--- config.mk ---
export PLATFORM = sky130hd
export DESIGN_NAME = pm_status_reg
export DESIGN_NICKNAME = d
export VERILOG_FILES = /design/src/rtl/pmsts_pkg.sv /design/src/rtl/pm_evt_detect.sv /design/src/rtl/pm_sticky_bank.sv /design/src/rtl/pm_irq_gen.sv /design/src/rtl/pm_status_reg.sv
export SDC_FILE = /design/constraint.sdc
export NUM_CORES = 1
export LEC_CHECK = 0
export BUFFER_PORTS_ARGS = -buffer_cell sky130_fd_sc_hd__buf_2
export CORE_MARGIN = 3
export CORE_UTILIZATION = 24
export CTS_CLUSTER_DIAMETER = 30
export DETAILED_ROUTE_END_ITERATION = 16
export PLACE_DENSITY = 0.82
export SYNTH_ARGS = -nofsm -noshare
export SYNTH_HDL_FRONTEND = slang
export SYNTH_SLANG_ARGS = --single-unit
--- constraint.sdc ---
create_clock -name clk -period 1.1 [get_ports clk]
set_input_delay 0.165 -clock clk [delete_from_list [all_inputs] [get_ports clk]]
set_output_delay 0.165 -clock clk [all_outputs]
set_load 0.01 [all_outputs]
--- src/rtl/pmsts_pkg.sv ---
package pmsts_pkg;

    localparam int STS_W = 16;

    localparam int BIT_WAKE = 15;
    localparam int BIT_OVR  = 11;
    localparam int BIT_RTC  = 10;
    localparam int BIT_SLP  = 9;
    localparam int BIT_PWR  = 8;
    localparam int BIT_GLB  = 5;
    localparam int BIT_BM   = 4;
    localparam int BIT_TMR  = 0;

    localparam logic [STS_W-1:0] IMPL_MASK =
        STS_W'((1 << BIT_WAKE) | (1 << BIT_OVR) | (1 << BIT_RTC) |
               (1 << BIT_SLP)  | (1 << BIT_PWR) | (1 << BIT_GLB) |
               (1 << BIT_BM)   | (1 << BIT_TMR));

    typedef struct packed {
        logic wake;
        logic ovr;
        logic rtc;
        logic slp;
        logic pwr;
        logic glb;
        logic bm;
        logic tmr;
    } pm_src_t;

    function automatic logic [STS_W-1:0] src_to_vec(input pm_src_t s);
        logic [STS_W-1:0] v;
        v = '0;
        v[BIT_WAKE] = s.wake;
        v[BIT_OVR]  = s.ovr;
        v[BIT_RTC]  = s.rtc;
        v[BIT_SLP]  = s.slp;
        v[BIT_PWR]  = s.pwr;
        v[BIT_GLB]  = s.glb;
        v[BIT_BM]   = s.bm;
        v[BIT_TMR]  = s.tmr;
        return v;
    endfunction

endpackage

--- src/rtl/pm_evt_detect.sv ---
module pm_evt_detect #(
    parameter int NREQ   = 8,
    parameter int TMR_W  = 32,
    parameter int LO_BIT = 23,
    parameter int HI_BIT = 31
) (
    input  logic             clk,
    input  logic             rst,
    input  logic [NREQ-1:0]  bm_req_n,
    input  logic [TMR_W-1:0] tmr_val,
    input  logic             tmr_sel_hi,
    output logic             bm_hit,
    output logic             tmr_toggle
);
    logic watched;
    logic watched_prev;

    assign watched = tmr_sel_hi ? tmr_val[HI_BIT] : tmr_val[LO_BIT];

    // History flop loads even in reset so the first cycle after reset
    // compares against a real value.
    always_ff @(posedge clk) begin
        watched_prev <= watched;
    end

    assign tmr_toggle = watched ^ watched_prev;
    assign bm_hit     = ~(&bm_req_n);

    // watched bit change with a steady select sets the timer flag
    p_tmr_toggle_r7: assert property (@(posedge clk) disable iff (rst)
        (tmr_sel_hi == $past(tmr_sel_hi)) &&
        ((tmr_sel_hi ? tmr_val[HI_BIT] : tmr_val[LO_BIT]) !=
         (tmr_sel_hi ? $past(tmr_val[HI_BIT]) : $past(tmr_val[LO_BIT])))
        |-> tmr_toggle);

endmodule

--- src/rtl/pm_sticky_bank.sv ---
module pm_sticky_bank
    import pmsts_pkg::*;
(
    input  logic             clk,
    input  logic             rst,
    input  logic [STS_W-1:0] set_vec,
    input  logic             wr_en,
    input  logic [STS_W-1:0] wr_data,
    output logic [STS_W-1:0] stat_q
);
    logic [STS_W-1:0] clr_vec;

    assign clr_vec = wr_en ? wr_data : '0;

    for (genvar b = 0; b < STS_W; b++) begin : g_bit
        if (IMPL_MASK[b]) begin : g_impl
            always_ff @(posedge clk) begin
                if (rst)
                    stat_q[b] <= 1'b0;
                else
                    stat_q[b] <= set_vec[b] | (stat_q[b] & ~clr_vec[b]);
            end
        end else begin : g_rsvd
            assign stat_q[b] = 1'b0;
        end
    end

    // a set flag drops only where a 1 was written
    p_sticky_r3: assert property (@(posedge clk) disable iff (rst)
        1'b1 |=> ((($past(stat_q) & ~$past(wr_en ? wr_data : '0)) & ~stat_q) == '0));

    // with no source active, written ones clear their flags
    p_w1c_r4: assert property (@(posedge clk) disable iff (rst)
        (wr_en && (set_vec == '0)) |=> ((stat_q & $past(wr_data)) == '0));

    // an active source always leaves its flag set
    p_set_wins_r5: assert property (@(posedge clk) disable iff (rst)
        1'b1 |=> ((stat_q & $past(set_vec & IMPL_MASK)) == $past(set_vec & IMPL_MASK)));

endmodule

--- src/rtl/pm_irq_gen.sv ---
module pm_irq_gen
    import pmsts_pkg::*;
(
    input  logic             clk,
    input  logic             rst,
    input  logic [STS_W-1:0] stat,
    input  logic [STS_W-1:0] en,
    output logic             irq_q
);
    always_ff @(posedge clk) begin
        if (rst)
            irq_q <= 1'b0;
        else
            irq_q <= |(stat & en);
    end

    // request follows enabled flags one cycle late
    p_irq_lag_r9: assert property (@(posedge clk) disable iff (rst)
        $past(!rst) |-> (irq_q == $past(|(stat & en))));

endmodule

--- src/rtl/pm_status_reg.sv ---
module pm_status_reg
    import pmsts_pkg::*;
#(
    parameter int NREQ       = 8,
    parameter int TMR_W      = 32,
    parameter int TMR_LO_BIT = 23,
    parameter int TMR_HI_BIT = 31
) (
    input  logic             clk,
    input  logic             rst,
    input  logic             wake_evt,
    input  logic             rtc_evt,
    input  logic             slpbtn_evt,
    input  logic             pwrbtn_evt,
    input  logic             ovr_evt,
    input  logic             fw_rel_evt,
    input  logic [NREQ-1:0]  bm_req_n,
    input  logic [TMR_W-1:0] tmr_val,
    input  logic             tmr_sel_hi,
    input  logic             wr_en,
    input  logic [15:0]      wr_data,
    input  logic [15:0]      evt_en,
    output logic [15:0]      rd_data,
    output logic             irq
);
    logic             bm_hit;
    logic             tmr_toggle;
    pm_src_t          src;
    logic [STS_W-1:0] set_vec;
    logic [STS_W-1:0] stat;

    pm_evt_detect #(
        .NREQ   (NREQ),
        .TMR_W  (TMR_W),
        .LO_BIT (TMR_LO_BIT),
        .HI_BIT (TMR_HI_BIT)
    ) u_detect (
        .clk        (clk),
        .rst        (rst),
        .bm_req_n   (bm_req_n),
        .tmr_val    (tmr_val),
        .tmr_sel_hi (tmr_sel_hi),
        .bm_hit     (bm_hit),
        .tmr_toggle (tmr_toggle)
    );

    always_comb begin
        src.wake = wake_evt;
        src.ovr  = ovr_evt;
        src.rtc  = rtc_evt;
        src.slp  = slpbtn_evt;
        src.pwr  = pwrbtn_evt;
        src.glb  = fw_rel_evt;
        src.bm   = bm_hit;
        src.tmr  = tmr_toggle;
    end

    assign set_vec = src_to_vec(src);

    pm_sticky_bank u_bank (
        .clk     (clk),
        .rst     (rst),
        .set_vec (set_vec),
        .wr_en   (wr_en),
        .wr_data (wr_data),
        .stat_q  (stat)
    );

    pm_irq_gen u_irq (
        .clk   (clk),
        .rst   (rst),
        .stat  (stat),
        .en    (evt_en),
        .irq_q (irq)
    );

    assign rd_data = stat;

    // any low request line sets the bus-master flag
    p_bm_set_r8: assert property (@(posedge clk) disable iff (rst)
        !(&bm_req_n) |=> rd_data[BIT_BM]);

    // wake pulse reaches its fixed position
    p_wake_pos_r2: assert property (@(posedge clk) disable iff (rst)
        wake_evt |=> rd_data[BIT_WAKE]);

endmodule

; ---- Word-level counts from Yosys, hierarchy flattened
; Index checks and enable logic that the tools add are counted.
[totals]
regBits = 10
input_bits = 82
output_inout_bits = 17
wordCells = 41
[op_classes]
mux = 2
bitwise_logic = 27
n_reduce_logical = 2
[op_table]
columns = op, n
row1 = $and 16x16->16, 1
row2 = $mux 16, 1
row3 = $reduce_or 16->1, 1
row4 = $not 1->1, 9
row5 = $and 1x1->1, 8
row6 = $or 1x1->1, 8
row7 = $reduce_and 8->1, 1
row8 = $mux 1, 1
row9 = $xor 1x1->1, 1

; ---- Depth between registers and ports, before layout
; Gate-level depths: netlist of run 1.
[logic_depth]
ltp_word = 4
ltp_mapped = 4
depth_no_buf = 3

; ---- Cells and area by module
; Synthesis of run 1 repeated with hierarchy kept, for this count alone.
[unflattened]
hier_cells = 61
area_unflattened_um2 = 599.3
[by_module_without_submodules]
columns = module, n_inst, cells_per_inst, area_each_um2, seq_area_each_um2
row1 = pm_sticky_bank, 1, 43, 426.7, 160.2
row2 = pm_irq_gen, 1, 11, 106.4, 20.0
row3 = pm_evt_detect, 1, 6, 62.6, 20.0
row4 = pm_status_reg, 1, 1, 3.8, 0.0

; ---- Worst setup path after synthesis of run 1
; Ideal clock, no wire load.
[synth_timing]
path_type = input-to-reg
from = in tmr_sel_hi
to = reg u_bank.stat_q[0]
setup_time_ps = 130
arrival_time_ps = 642
t_required_ps = 970
slack_ps = 328
stages = 3
path_buffers = 0
cell_sequence = mux2_4 -> xnor2_1 -> a21oi_1
[synth_via]
elab_chain_len = 3
[synth_rtl]
columns = item, line_no
row1 = "start, declared", pm_status_reg.sv:19  ; input logic tmr_sel_hi,
row2 = $mux 1, pm_evt_detect.sv:18  ; assign watched = tmr_sel_hi ? tmr_val[HI_BIT] : tmr_val[LO_BIT];
row3 = $xor 1x1->1, pm_evt_detect.sv:26  ; assign tmr_toggle = watched ^ watched_prev;
row4 = $or 1x1->1, pm_sticky_bank.sv:21  ; stat_q[b] <= set_vec[b] | (stat_q[b] & ~clr_vec[b]);
row5 = "end signal, assigned by index", pm_sticky_bank.sv:21
row6 = "end, declared", pm_sticky_bank.sv:9  ; output logic [STS_W-1:0] stat_q
; No other way between the ends.
; A chain may end at the register's enable or synchronous reset.

; ---- Worst setup path in the final report of run 1
[layout_timing]
from = reg u_bank.stat_q[5]
to = out rd_data[5]
[layout_lines]
columns = item, line_no
row1 = "end, declared", pm_status_reg.sv:23  ; output logic [15:0] rd_data,
; No word-level cell between the ends.

==> impl_metrics.prom, run 1 <==
# TYPE chip_impl_metric gauge
chip_impl_info{name="hp-class",value="in2reg"} 1
chip_impl_metric{name="report.final.slew_viol_count",unit=""} 0
chip_impl_metric{name="final_layout_size_suffix_gt1_frac",unit=""} 0.4949
chip_impl_metric{name="syn-instance-count",unit=""} 54
chip_impl_info{name="crit_path_end_kind",value="output pin"} 1
chip_impl_metric{name="die_width",unit="um"} 49.32
chip_impl_info{name="cts_tree",value="done"} 1
chip_impl_metric{name="ant_nets",unit=""} 0
chip_impl_metric{name="wl",unit="um"} 1311
chip_impl_metric{name="synthSimpleGateAreaFrac",unit=""} 0.1611
chip_impl_metric{name="yosys.area_share.xor_xnor",unit=""} 0.01944
chip_impl_metric{name="floorplan.io_pins",unit=""} 99
chip_impl_metric{name="post_drt_wl_per_cell",unit="um"} 10.57
chip_impl_metric{name="hold_path_depth",unit=""} 3
chip_impl_info{name="synth_area_leaders",value="sky130_fd_sc_hd__dfxtp_1 (44%), sky130_fd_sc_hd__buf_4 (13%), sky130_fd_sc_hd__a21oi_1 (7.8%), sky130_fd_sc_hd__nand2_1 (7.5%), sky130_fd_sc_hd__a22oi_1 (6.7%)"} 1
chip_impl_metric{name="count_of_unique_library_cells_instantiated_by_yosys",unit=""} 14
chip_impl_info{name="cells_traversed_along_the_worst_timing_path",value="buf_2"} 1
chip_impl_metric{name="cts-root-to-sink-buffers",unit=""} 2
chip_impl_metric{name="n_antenna_cell",unit=""} 0
chip_impl_metric{name="cap_violations",unit=""} 0
chip_impl_metric{name="worst-path-buf-inv",unit=""} 1
chip_impl_metric{name="final-hold-violation-count",unit=""} 0
chip_impl_info{name="cp_slowest_cell",value="sky130_fd_sc_hd__dfxtp_1"} 1
chip_impl_metric{name="io_buffer_count",unit=""} 44
chip_impl_metric{name="synth_compound_gate_area_share",unit=""} 0.1806
chip_impl_metric{name="leakage",unit="nW"} 0.3732
chip_impl_metric{name="ctsResizeCount",unit=""} 0
chip_impl_info{name="dominant_combinational_cell_family_by_area_after_synthesis",value="compound AO/OA/AOI/OAI gates"} 1
chip_impl_metric{name="post-cts-setup-buffer-count",unit=""} 0
chip_impl_metric{name="placement_rows",unit=""} 15
chip_impl_metric{name="fmax",unit="GHz"} 1.074
chip_impl_metric{name="cts.reportedPaths.clkPinSlew",unit="ps"} 70
chip_impl_metric{name="drtIter0Drc",unit=""} 4
chip_impl_info{name="path_class",value="reg2out"} 1
chip_impl_metric{name="dp.cells",unit=""} 120
chip_impl_info{name="synthMostInstantiatedCell",value="sky130_fd_sc_hd__dfxtp_1"} 1
chip_impl_metric{name="largest_net_degree_at_the_start_of_global_routing",unit=""} 10
chip_impl_info{name="postSynth.topFlopCell",value="sky130_fd_sc_hd__dfxtp_1"} 1
chip_impl_info{name="ctsRootBufferMaster",value="sky130_fd_sc_hd__clkbuf_4"} 1
chip_impl_metric{name="ys_seq_elements",unit=""} 10
chip_impl_metric{name="die_h",unit="um"} 49.32
chip_impl_metric{name="htree_num_levels",unit=""} 1
chip_impl_metric{name="routed_via_count",unit=""} 512
chip_impl_metric{name="final_critical_path_setup_slack",unit="ps"} 168.9
chip_impl_metric{name="post-route-period-util",unit=""} 0.8464
chip_impl_info{name="worst_path_dominant_cell_family",value="flip-flops"} 1
chip_impl_metric{name="cellPowerDensity",unit="nW/um^2"} 1309
chip_impl_metric{name="yosys-mux-area-fraction",unit=""} 0.03333
chip_impl_info{name="setup_repair_after_global_routing_missed_its_margin",value="false"} 1
chip_impl_metric{name="grt.total_usage",unit=""} 0.1040
chip_impl_metric{name="via_per_instance_ratio",unit=""} 4.129
chip_impl_metric{name="place.gp.congestion",unit=""} 0.7241
chip_impl_metric{name="worst_hold_slack",unit="ps"} 107.0
chip_impl_info{name="critical_path.startpoint_type",value="flip-flop"} 1
chip_impl_metric{name="hpwlAfterDp",unit="um"} 1093
chip_impl_metric{name="grt_first_pass_wirelength",unit="um"} 1918
chip_impl_metric{name="worst-endpoint-required",unit="ps"} 940
chip_impl_metric{name="max_clock_skew",unit="ps"} 0.9519
chip_impl_metric{name="initial_core_util",unit=""} 0.2581
chip_impl_metric{name="sum_of_overflow_across_all_layers_after_global_routing",unit=""} 0
chip_impl_metric{name="antenna_found_initial",unit=""} 0
chip_impl_metric{name="yosysSeqAreaShare",unit=""} 0.4444
chip_impl_metric{name="post_synth_instance_area",unit="sq um"} 450.4
chip_impl_info{name="synth_largest_area_cell",value="sky130_fd_sc_hd__dfxtp_1"} 1
chip_impl_metric{name="grt_pass1_vias",unit=""} 463
chip_impl_metric{name="worst-path-max-fanout",unit=""} 3
chip_impl_metric{name="final_period_minus_worst_setup_slack",unit="ps"} 931.1
chip_impl_metric{name="asyncSetResetFlopFracSynth",unit=""} 0
chip_impl_metric{name="crit_arrival",unit="ps"} 770
chip_impl_metric{name="first_pass_iters",unit=""} 4
chip_impl_metric{name="adder_and_majority_gate_portion_of_the_synthesized_area",unit=""} 0
chip_impl_metric{name="placeableCoreArea",unit="sq um"} 1745
chip_impl_metric{name="total_power",unit="W"} 0.0009107
chip_impl_metric{name="synth_edf_count",unit=""} 0
chip_impl_metric{name="clk-insertion-delay-late",unit="ps"} 260
chip_impl_metric{name="yosys_warnings",unit=""} 0
chip_impl_metric{name="fin_tns_setup",unit="ps"} 0
chip_impl_metric{name="setup-violations-final",unit=""} 0
chip_impl_metric{name="cts_num_sinks",unit=""} 10
chip_impl_metric{name="number_of_cells_on_the_worst_reg_to_reg_path",unit=""} 2
chip_impl_metric{name="finish.net_count",unit=""} 182
chip_impl_metric{name="cts_hold_buf",unit=""} 0
chip_impl_metric{name="post-place-ws",unit="ps"} 199.5
chip_impl_metric{name="avgSynthCellArea",unit="sq um"} 8.341
chip_impl_metric{name="drc_errors",unit=""} 0
chip_impl_metric{name="synth_top_cell_area_share",unit=""} 0.4444
chip_impl_metric{name="syn_to_final_growth",unit="%"} 54.44
chip_impl_info{name="status",value="completed"} 1
chip_impl_metric{name="fin_cells",unit=""} 124
chip_impl_metric{name="worst_ir_drop_vdd",unit="V"} 0.0004271
chip_impl_metric{name="cp.depth",unit=""} 1
chip_impl_metric{name="slowest_delay",unit="ps"} 360
chip_impl_metric{name="numCtsBuffers",unit=""} 3
chip_impl_metric{name="die_outline_area",unit="sq um"} 2432
chip_impl_info{name="synth_commonest_cells",value="sky130_fd_sc_hd__dfxtp_1 (10), sky130_fd_sc_hd__nand2_1 (9), sky130_fd_sc_hd__buf_4 (8)"} 1
area by class of cell:
class,instances,area [sq um]
clock buffer,4,36.28
fill,201,1050
multi-input combinational,41,207.7
sequential,10,200.2
tap,25,31.28
timing repair buffer,44,220.2
worst paths after layout:
kind,from,end,slack (ps)
worst min-delay path,fw_rel_evt,u_bank.stat_q[5],110
worst max register to register,u_bank.stat_q[10],u_irq.irq_q,310
worst min register to register,u_bank.stat_q[0],u_bank.stat_q[0],490
worst max-delay path,u_bank.stat_q[5],rd_data[5],170
worst reg2reg max path, stage by stage (launching register included):
cell and delay (ps):
sky130_fd_sc_hd__dfxtp_1 320, sky130_fd_sc_hd__a22oi_1 210, sky130_fd_sc_hd__a41oi_1 130
metal layers:
metal,share of wire,wire [um],GRT usage
met1,0.36,466,0.09815
met2,0.52,680,0.1875
met3,0.13,164,0.04281
met4,0,0,0.05687
met5,0,0,0
registers in the layout (all words and copies together), names as in the netlist:
name,count
u_bank.stat_q,8
u_detect.watched_prev,1
u_irq.irq_q,1
layout by cell type (no fill, tap or decap):
cell	instances
sky130_fd_sc_hd__a211oi_1	1
sky130_fd_sc_hd__a21oi_1	7
sky130_fd_sc_hd__a22oi_1	4
sky130_fd_sc_hd__a41oi_1	1
sky130_fd_sc_hd__buf_2	44
sky130_fd_sc_hd__clkbuf_4	3
sky130_fd_sc_hd__clkbuf_8	1
sky130_fd_sc_hd__conb_1	8
sky130_fd_sc_hd__dfxtp_1	10
sky130_fd_sc_hd__mux2_4	1
sky130_fd_sc_hd__nand2_1	9
sky130_fd_sc_hd__nand4_1	2
sky130_fd_sc_hd__nor2_1	7
sky130_fd_sc_hd__xnor2_1	1
per-stage QoR:
step	area, sq um	utilization
global placement	659.4	0.3778
floorplan	476.7	-
global route	695.7	0.3986
CTS	695.7	0.3986
finish	695.7	0.3986
detailed placement	659.4	0.3778
where the power goes:
| part | switching [W] | internal (W) | total, W |
|---|---|---|---|
| logic | 0.0000825 | 0.0000891 | 0.000172 |
| registers | 0.0000176 | 0.000391 | 0.000409 |
| clock network | 0.000130 | 0.000201 | 0.000331 |
cells by family after synthesis:
| group | after synthesis |
|---|---|
| compound gates | 13 |
| simple gates | 18 |
| flops | 10 |
| mux | 1 |
| buf+inv | 10 |
| other cells | 1 |
| xor+xnor | 1 |
Note: power is estimated with default switching activity, not from simulation.
==> run 2: changes to the inputs <==
- CORE_UTILIZATION: 24 -> 20
- PLACE_DENSITY: 0.82 -> 0.73
- clock period: 1.1 -> 0.8 ns (I/O delays scaled with it)
==> run 2 against run 1 <==
The run now ends with setup timing left. Setup slack got worse by 290 ps. Die area rose by 17%. Total power rose by 34%. Critical endpoint is now rd_data[11]. Wire length rose by 1.8%. Core utilization rose by 0.34 points. Global-route usage fell by 0.62 points. Largest cell class unchanged. Clock power fell by 6%. Register-to-register slack got worse by 360 ps.
==> impl_metrics.prom, run 2 (synthesis gave the netlist of run 1 again) <==
# TYPE chip_impl_metric gauge
chip_impl_info{name="status",value="finished, violations left"} 1
chip_impl_info{name="failing_checks",value="setup timing"} 1
chip_impl_metric{name="floorplan.io_pins",unit=""} 99
chip_impl_metric{name="layout.core_utilization",unit=""} 0.4020
chip_impl_metric{name="final_critical_path_setup_slack",unit="ps"} -119.8
chip_impl_metric{name="final_period_minus_worst_setup_slack",unit="ps"} 919.8
chip_impl_metric{name="ant_nets",unit=""} 0
chip_impl_metric{name="place.gp.congestion",unit=""} 0.6773
chip_impl_metric{name="slowest_delay",unit="ps"} 330
chip_impl_metric{name="worst_ir_drop_vdd",unit="V"} 0.0007200
chip_impl_info{name="cts_tree",value="done"} 1
chip_impl_metric{name="switching_power_share_of_the_total",unit=""} 0.2456
chip_impl_info{name="setup_repair_after_global_routing_missed_its_margin",value="true"} 1
chip_impl_metric{name="p_int",unit="W"} 0.0009188
chip_impl_metric{name="switchingPower",unit="W"} 0.0002991
chip_impl_metric{name="cts_hold_buf",unit=""} 0
chip_impl_metric{name="initial_core_util",unit=""} 0.2206
chip_impl_metric{name="htree_num_levels",unit=""} 1
chip_impl_metric{name="cellPowerDensity",unit="nW/um^2"} 1484
chip_impl_metric{name="first_pass_iters",unit=""} 2
chip_impl_metric{name="crit_arrival",unit="ps"} 800
chip_impl_metric{name="largest_net_degree_at_the_start_of_global_routing",unit=""} 10
chip_impl_metric{name="post-route-period-util",unit=""} 1.150
chip_impl_metric{name="clockPowerShare",unit=""} 0.256
chip_impl_metric{name="die_width",unit="um"} 53.46
chip_impl_info{name="cells_traversed_along_the_worst_timing_path",value="buf_6 > buf_6"} 1
chip_impl_metric{name="placement_rows",unit=""} 16
chip_impl_metric{name="cap_violations",unit=""} 0
chip_impl_metric{name="antenna_found_initial",unit=""} 0
chip_impl_metric{name="via_per_instance_ratio",unit=""} 4.098
chip_impl_metric{name="place_area",unit="sq um"} 691.9
chip_impl_metric{name="grt.total_usage",unit=""} 0.09773
chip_impl_metric{name="report.final.slew_viol_count",unit=""} 0
chip_impl_metric{name="routed_via_count",unit=""} 541
chip_impl_metric{name="die_h",unit="um"} 53.46
chip_impl_metric{name="max_clock_skew",unit="ps"} 1.543
chip_impl_info{name="ctsRootBufferMaster",value="sky130_fd_sc_hd__clkbuf_4"} 1
chip_impl_metric{name="clk-insertion-delay-late",unit="ps"} 250
chip_impl_metric{name="post_drt_wl_per_cell",unit="um"} 10.11
chip_impl_info{name="layout.cells.most_common_list",value="sky130_fd_sc_hd__buf_2 (36), sky130_fd_sc_hd__buf_6 (12), sky130_fd_sc_hd__nand2_1 (9)"} 1
chip_impl_metric{name="worst-endpoint-required",unit="ps"} 680
chip_impl_info{name="mostFrequentLayoutCell",value="sky130_fd_sc_hd__buf_2"} 1
chip_impl_metric{name="syn_to_final_growth",unit="%"} 82.22
chip_impl_metric{name="hpwlAfterDp",unit="um"} 1094
chip_impl_metric{name="die_outline_area",unit="sq um"} 2857
chip_impl_metric{name="sum_of_overflow_across_all_layers_after_global_routing",unit=""} 0
chip_impl_metric{name="wl",unit="um"} 1335
chip_impl_metric{name="power.combinational.fraction",unit=""} 0.275
chip_impl_metric{name="post-place-ws",unit="ps"} -84.18
chip_impl_info{name="critical_path.startpoint_type",value="flip-flop"} 1
chip_impl_metric{name="final_design_area_no_fill",unit="sq um"} 820.8
chip_impl_info{name="path_class",value="reg2out"} 1
chip_impl_info{name="regMostFlops",value="u_bank.stat_q"} 1
chip_impl_info{name="reg.largest.list",value="u_bank.stat_q (8), u_detect.watched_prev (1), u_irq.irq_q (1)"} 1
chip_impl_metric{name="total_power",unit="W"} 0.001218
chip_impl_metric{name="final_layout_size_suffix_gt1_frac",unit=""} 0.6190
chip_impl_metric{name="fmax",unit="GHz"} 1.087
chip_impl_metric{name="grt_pass1_vias",unit=""} 483
chip_impl_metric{name="worst-path-max-fanout",unit=""} 2
chip_impl_metric{name="cts_num_sinks",unit=""} 10
chip_impl_info{name="crit_path_end_kind",value="output pin"} 1
chip_impl_metric{name="drtIter0Drc",unit=""} 4
chip_impl_metric{name="drc_errors",unit=""} 0
chip_impl_metric{name="setup-violations-final",unit=""} 10
chip_impl_metric{name="cts-root-to-sink-buffers",unit=""} 2
chip_impl_metric{name="numCtsBuffers",unit=""} 3
chip_impl_metric{name="leakage",unit="nW"} 0.4202
chip_impl_metric{name="n_antenna_cell",unit=""} 0
chip_impl_metric{name="io_buffer_count",unit=""} 44
chip_impl_info{name="cp_slowest_cell",value="sky130_fd_sc_hd__dfxtp_2"} 1
chip_impl_metric{name="finish.net_count",unit=""} 189
chip_impl_metric{name="grt_first_pass_wirelength",unit="um"} 1918
chip_impl_metric{name="placeableCoreArea",unit="sq um"} 2042
chip_impl_info{name="hp-class",value="in2reg"} 1
chip_impl_metric{name="cts.reportedPaths.clkPinSlew",unit="ps"} 60
chip_impl_info{name="critical-path-top-cell-by-count",value="sky130_fd_sc_hd__buf_6"} 1
chip_impl_metric{name="p_seq_frac",unit=""} 0.469
chip_impl_metric{name="largest_reg_flops",unit=""} 8
chip_impl_metric{name="final-hold-violation-count",unit=""} 0
[run 2: layout make-up]
class,count,area [sq um]
fill,216,1221
timing repair buffer,51,337.8
clock buffer,3,22.52
multi-input combinational,41,216.5
sequential,10,210.2
tap,27,33.78
[run 2: final timing paths]
| check | from | end | slack [ps] | cells past startpoint |
|---|---|---|---|---|
| worst max register to register | u_bank.stat_q[0] | u_irq.irq_q | -50 | 3 |
| worst min register to register | u_bank.stat_q[15] | u_bank.stat_q[15] | 500 | 2 |
| worst min-delay path | pwrbtn_evt | u_bank.stat_q[8] | 70 | 3 |
| worst max-delay path | u_bank.stat_q[11] | rd_data[11] | -120 | 2 |
[run 2: critical path, delay by kind of cell (launching register included)]
| family | cells | cell delay (ps) |
|---|---|---|
| buffers and inverters | 2 | 220 |
| DFF | 1 | 330 |
[run 2: stage by stage]
stage	hold slack, ps	std cells	TNS, ps
after detailed placement	332.8	126	-84.18
after CTS	64.55	131	-719.1
after floorplan	237.4	61	0
after global routing	66.86	132	-983.1
final	73.57	132	-574.7
after global placement	325.6	126	-54.23
[run 2: repair_timing]
item                       in CTS  in global routing
setup endpoints to repair      10                 11
gates cloned                    0                  0
gates resized for setup        21                  1
buffers inserted                2                  1
[run 2: metal layers]
| metal | track usage | vias up | wire length (um) |
|---|---|---|---|
| met4 | 0.01277 | 0 | 0 |
| met2 | 0.1816 | 39 | 656 |
| li1 | - | 272 | - |
| met3 | 0.06479 | 0 | 191 |
| met1 | 0.08878 | 230 | 487 |
| met5 | 0 | - | 0 |
[run 2: power groups by stage]
stage	clock network (W)	logic (W)	registers (W)
floorplan	0	0.000119	0.000589
global placement	0	0.000259	0.000568
detailed placement	0	0.000265	0.000569
CTS	0.000333	0.000325	0.000571
global route	0.000357	0.000371	0.000574
finish	0.000312	0.000335	0.000571
==> run 3: changes to the inputs <==
- PLACE_DENSITY: 0.73 -> 0.81
==> run 3 against run 2 <==
The flow still finishes with violations (setup timing). Die area did not move. Register-to-register slack better by 20 ps. Via count grew 0.92%. Critical path type unchanged. Largest power group unchanged. Fmax fell by 0.92%.
==> impl_metrics.prom, run 3 (synthesis gave the netlist of run 1 again) <==
# TYPE chip_impl_metric gauge
chip_impl_metric{name="cts-root-to-sink-buffers",unit=""} 2
chip_impl_metric{name="die_h",unit="um"} 53.46
chip_impl_metric{name="timing.reg2reg.setup_slack",unit="ps"} -30
chip_impl_metric{name="multiInputGateArea",unit="sq um"} 224.0
chip_impl_metric{name="antenna_found_initial",unit=""} 0
chip_impl_metric{name="hpwlAfterDp",unit="um"} 1156
chip_impl_metric{name="final-hold-violation-count",unit=""} 0
chip_impl_info{name="ctsRootBufferMaster",value="sky130_fd_sc_hd__clkbuf_4"} 1
chip_impl_metric{name="fin_tns_setup",unit="ps"} -669.5
chip_impl_metric{name="grt_pass1_vias",unit=""} 473
chip_impl_metric{name="final_design_area_no_fill",unit="sq um"} 845.8
chip_impl_metric{name="cellPowerDensity",unit="nW/um^2"} 1614
chip_impl_info{name="mostFrequentLayoutCell",value="sky130_fd_sc_hd__buf_2"} 1
chip_impl_metric{name="setup-violations-final",unit=""} 11
chip_impl_metric{name="final_critical_path_setup_slack",unit="ps"} -128.3
chip_impl_metric{name="n_antenna_cell",unit=""} 0
chip_impl_metric{name="cts_hold_buf",unit=""} 0
chip_impl_metric{name="post-route-period-util",unit=""} 1.160
chip_impl_metric{name="placeableCoreArea",unit="sq um"} 2042
chip_impl_metric{name="cts.reportedPaths.clkPinSlew",unit="ps"} 70
chip_impl_metric{name="place.gp.congestion",unit=""} 0.6294
chip_impl_metric{name="numCtsBuffers",unit=""} 3
chip_impl_metric{name="crit_arrival",unit="ps"} 810
chip_impl_metric{name="final_period_minus_worst_setup_slack",unit="ps"} 928.3
chip_impl_metric{name="number_of_cells_on_the_worst_reg_to_reg_path",unit=""} 4
chip_impl_metric{name="num-fill-cells",unit=""} 214
chip_impl_metric{name="floorplan.io_pins",unit=""} 99
chip_impl_metric{name="final_layout_size_suffix_gt1_frac",unit=""} 0.6415
chip_impl_metric{name="drc_errors",unit=""} 0
chip_impl_metric{name="via_per_instance_ratio",unit=""} 4.105
chip_impl_metric{name="die_width",unit="um"} 53.46
chip_impl_metric{name="total_power",unit="W"} 0.001365
chip_impl_metric{name="grt.total_usage",unit=""} 0.09493
chip_impl_metric{name="grt_first_pass_wirelength",unit="um"} 1869
chip_impl_metric{name="place_area",unit="sq um"} 691.9
chip_impl_metric{name="initial_core_util",unit=""} 0.2206
chip_impl_info{name="regMostFlops",value="u_bank.stat_q"} 1
chip_impl_info{name="crit_path_end_kind",value="output pin"} 1
chip_impl_metric{name="report.final.slew_viol_count",unit=""} 0
chip_impl_metric{name="first_pass_iters",unit=""} 3
chip_impl_metric{name="clk-insertion-delay-late",unit="ps"} 260
chip_impl_metric{name="worst_ir_drop_vdd",unit="V"} 0.0008197
chip_impl_metric{name="finish.net_count",unit=""} 189
chip_impl_info{name="reg.largest.list",value="u_bank.stat_q (8), u_detect.watched_prev (1), u_irq.irq_q (1)"} 1
chip_impl_metric{name="largest_reg_flops",unit=""} 8
chip_impl_metric{name="fmax",unit="GHz"} 1.077
chip_impl_metric{name="io_buffer_count",unit=""} 44
chip_impl_info{name="hp-class",value="in2reg"} 1
chip_impl_metric{name="leakage",unit="nW"} 0.4289
chip_impl_metric{name="cts_num_sinks",unit=""} 10
chip_impl_info{name="layout.cells.most_common_list",value="sky130_fd_sc_hd__buf_2 (36), sky130_fd_sc_hd__buf_6 (13), sky130_fd_sc_hd__nand2_1 (9)"} 1
chip_impl_metric{name="ant_nets",unit=""} 0
chip_impl_metric{name="die_outline_area",unit="sq um"} 2857
chip_impl_info{name="failing_checks",value="setup timing"} 1
chip_impl_info{name="setup_repair_after_global_routing_missed_its_margin",value="true"} 1
chip_impl_info{name="r2r_start",value="u_bank.stat_q[5]"} 1
chip_impl_metric{name="post_drt_wl_per_cell",unit="um"} 10.81
chip_impl_info{name="worstHoldStart",value="wake_evt"} 1
chip_impl_metric{name="final-seq-area",unit="sq um"} 210.2
chip_impl_metric{name="drtIter0Drc",unit=""} 3
chip_impl_info{name="critical_path.startpoint_type",value="flip-flop"} 1
chip_impl_info{name="min_to",value="u_bank.stat_q[15]"} 1
chip_impl_metric{name="htree_num_levels",unit=""} 1
chip_impl_metric{name="worst_hold_slack",unit="ps"} 67.43
chip_impl_metric{name="layout.core_utilization",unit=""} 0.4142
chip_impl_info{name="status",value="finished, violations left"} 1
chip_impl_metric{name="placement_rows",unit=""} 16
chip_impl_metric{name="largest_net_degree_at_the_start_of_global_routing",unit=""} 10
chip_impl_metric{name="hold_path_depth",unit=""} 3
chip_impl_metric{name="wl",unit="um"} 1438
chip_impl_metric{name="max_clock_skew",unit="ps"} 2.620
chip_impl_metric{name="sum_of_overflow_across_all_layers_after_global_routing",unit=""} 0
chip_impl_info{name="path_class",value="reg2out"} 1
chip_impl_metric{name="routed_via_count",unit=""} 546
chip_impl_info{name="worst_r2r_endpoint",value="u_bank.stat_q[5]"} 1
chip_impl_metric{name="worst-endpoint-required",unit="ps"} 680
chip_impl_info{name="cts_tree",value="done"} 1
chip_impl_metric{name="syn_to_final_growth",unit="%"} 87.78
chip_impl_metric{name="cap_violations",unit=""} 0
chip_impl_metric{name="worst-path-max-fanout",unit=""} 2
## run 3: cell count changes in the layout (fill, tap and decap cells not counted)
| cell | delta |
|---|---|
| sky130_fd_sc_hd__a21oi_1 | -2 |
| sky130_fd_sc_hd__buf_4 | -1 |
| sky130_fd_sc_hd__a21oi_2 | +2 |
| sky130_fd_sc_hd__buf_6 | +1 |
| sky130_fd_sc_hd__clkbuf_8 | +1 |
## run 3: report_power, final
part / internal, W / switching (W) / total (W)
clock: 0.000276 / 0.000177 / 0.000453
sequential: 0.000544 / 0.0000273 / 0.000571
combinational: 0.000204 / 0.000137 / 0.000341
## run 3: how the worst max path moves through the flow
stage,startpoint,endpoint
6_report,u_bank.stat_q[0],rd_data[0]
5_1_grt,u_bank.stat_q[11],rd_data[11]
4_1_cts,u_bank.stat_q[11],rd_data[11]
3_5_place_dp,tmr_sel_hi,u_bank.stat_q[0]
3_3_place_gp,tmr_sel_hi,u_bank.stat_q[0]
2_1_floorplan,u_bank.stat_q[10],u_irq.irq_q
## run 3: through the flow
| step | setup WS, ps | std cells |
|---|---|---|
| finish | -128.3 | 133 |
| global route | -158.8 | 133 |
| CTS | -138.7 | 132 |
| global placement | -54.34 | 126 |
| floorplan | 58.45 | 61 |
| detailed placement | -79.02 | 126 |
## run 3: layout make-up
| type | instances | area share |
|---|---|---|
| clock buffer | 4 | 0.04290 |
| multi-input combinational | 41 | 0.2648 |
| sequential | 10 | 0.2485 |
| tap | 27 | 0.03994 |
| timing repair buffer | 51 | 0.4038 |
## run 3: routing by layer
metal | wire length, um | vias to the layer above | global-route usage
met2 | 787 | 32 | 0.1633
li1 | - | 273 | -
met1 | 483 | 241 | 0.09580
met5 | 0 | - | 0
met3 | 167 | 0 | 0.03099
met4 | 0 | 0 | 0.06383
## run 3: what timing repair did
action,CTS,global route
resized for setup,22,3
endpoints found under the hold margin,0,0
pin swaps,0,2
endpoints found under the setup margin,9,12
buffers inserted,2,1
## run 3: critical path: stages (launching register included)
cell                      delay, ps
sky130_fd_sc_hd__dfxtp_2        330
sky130_fd_sc_hd__buf_6          110
sky130_fd_sc_hd__buf_6          110
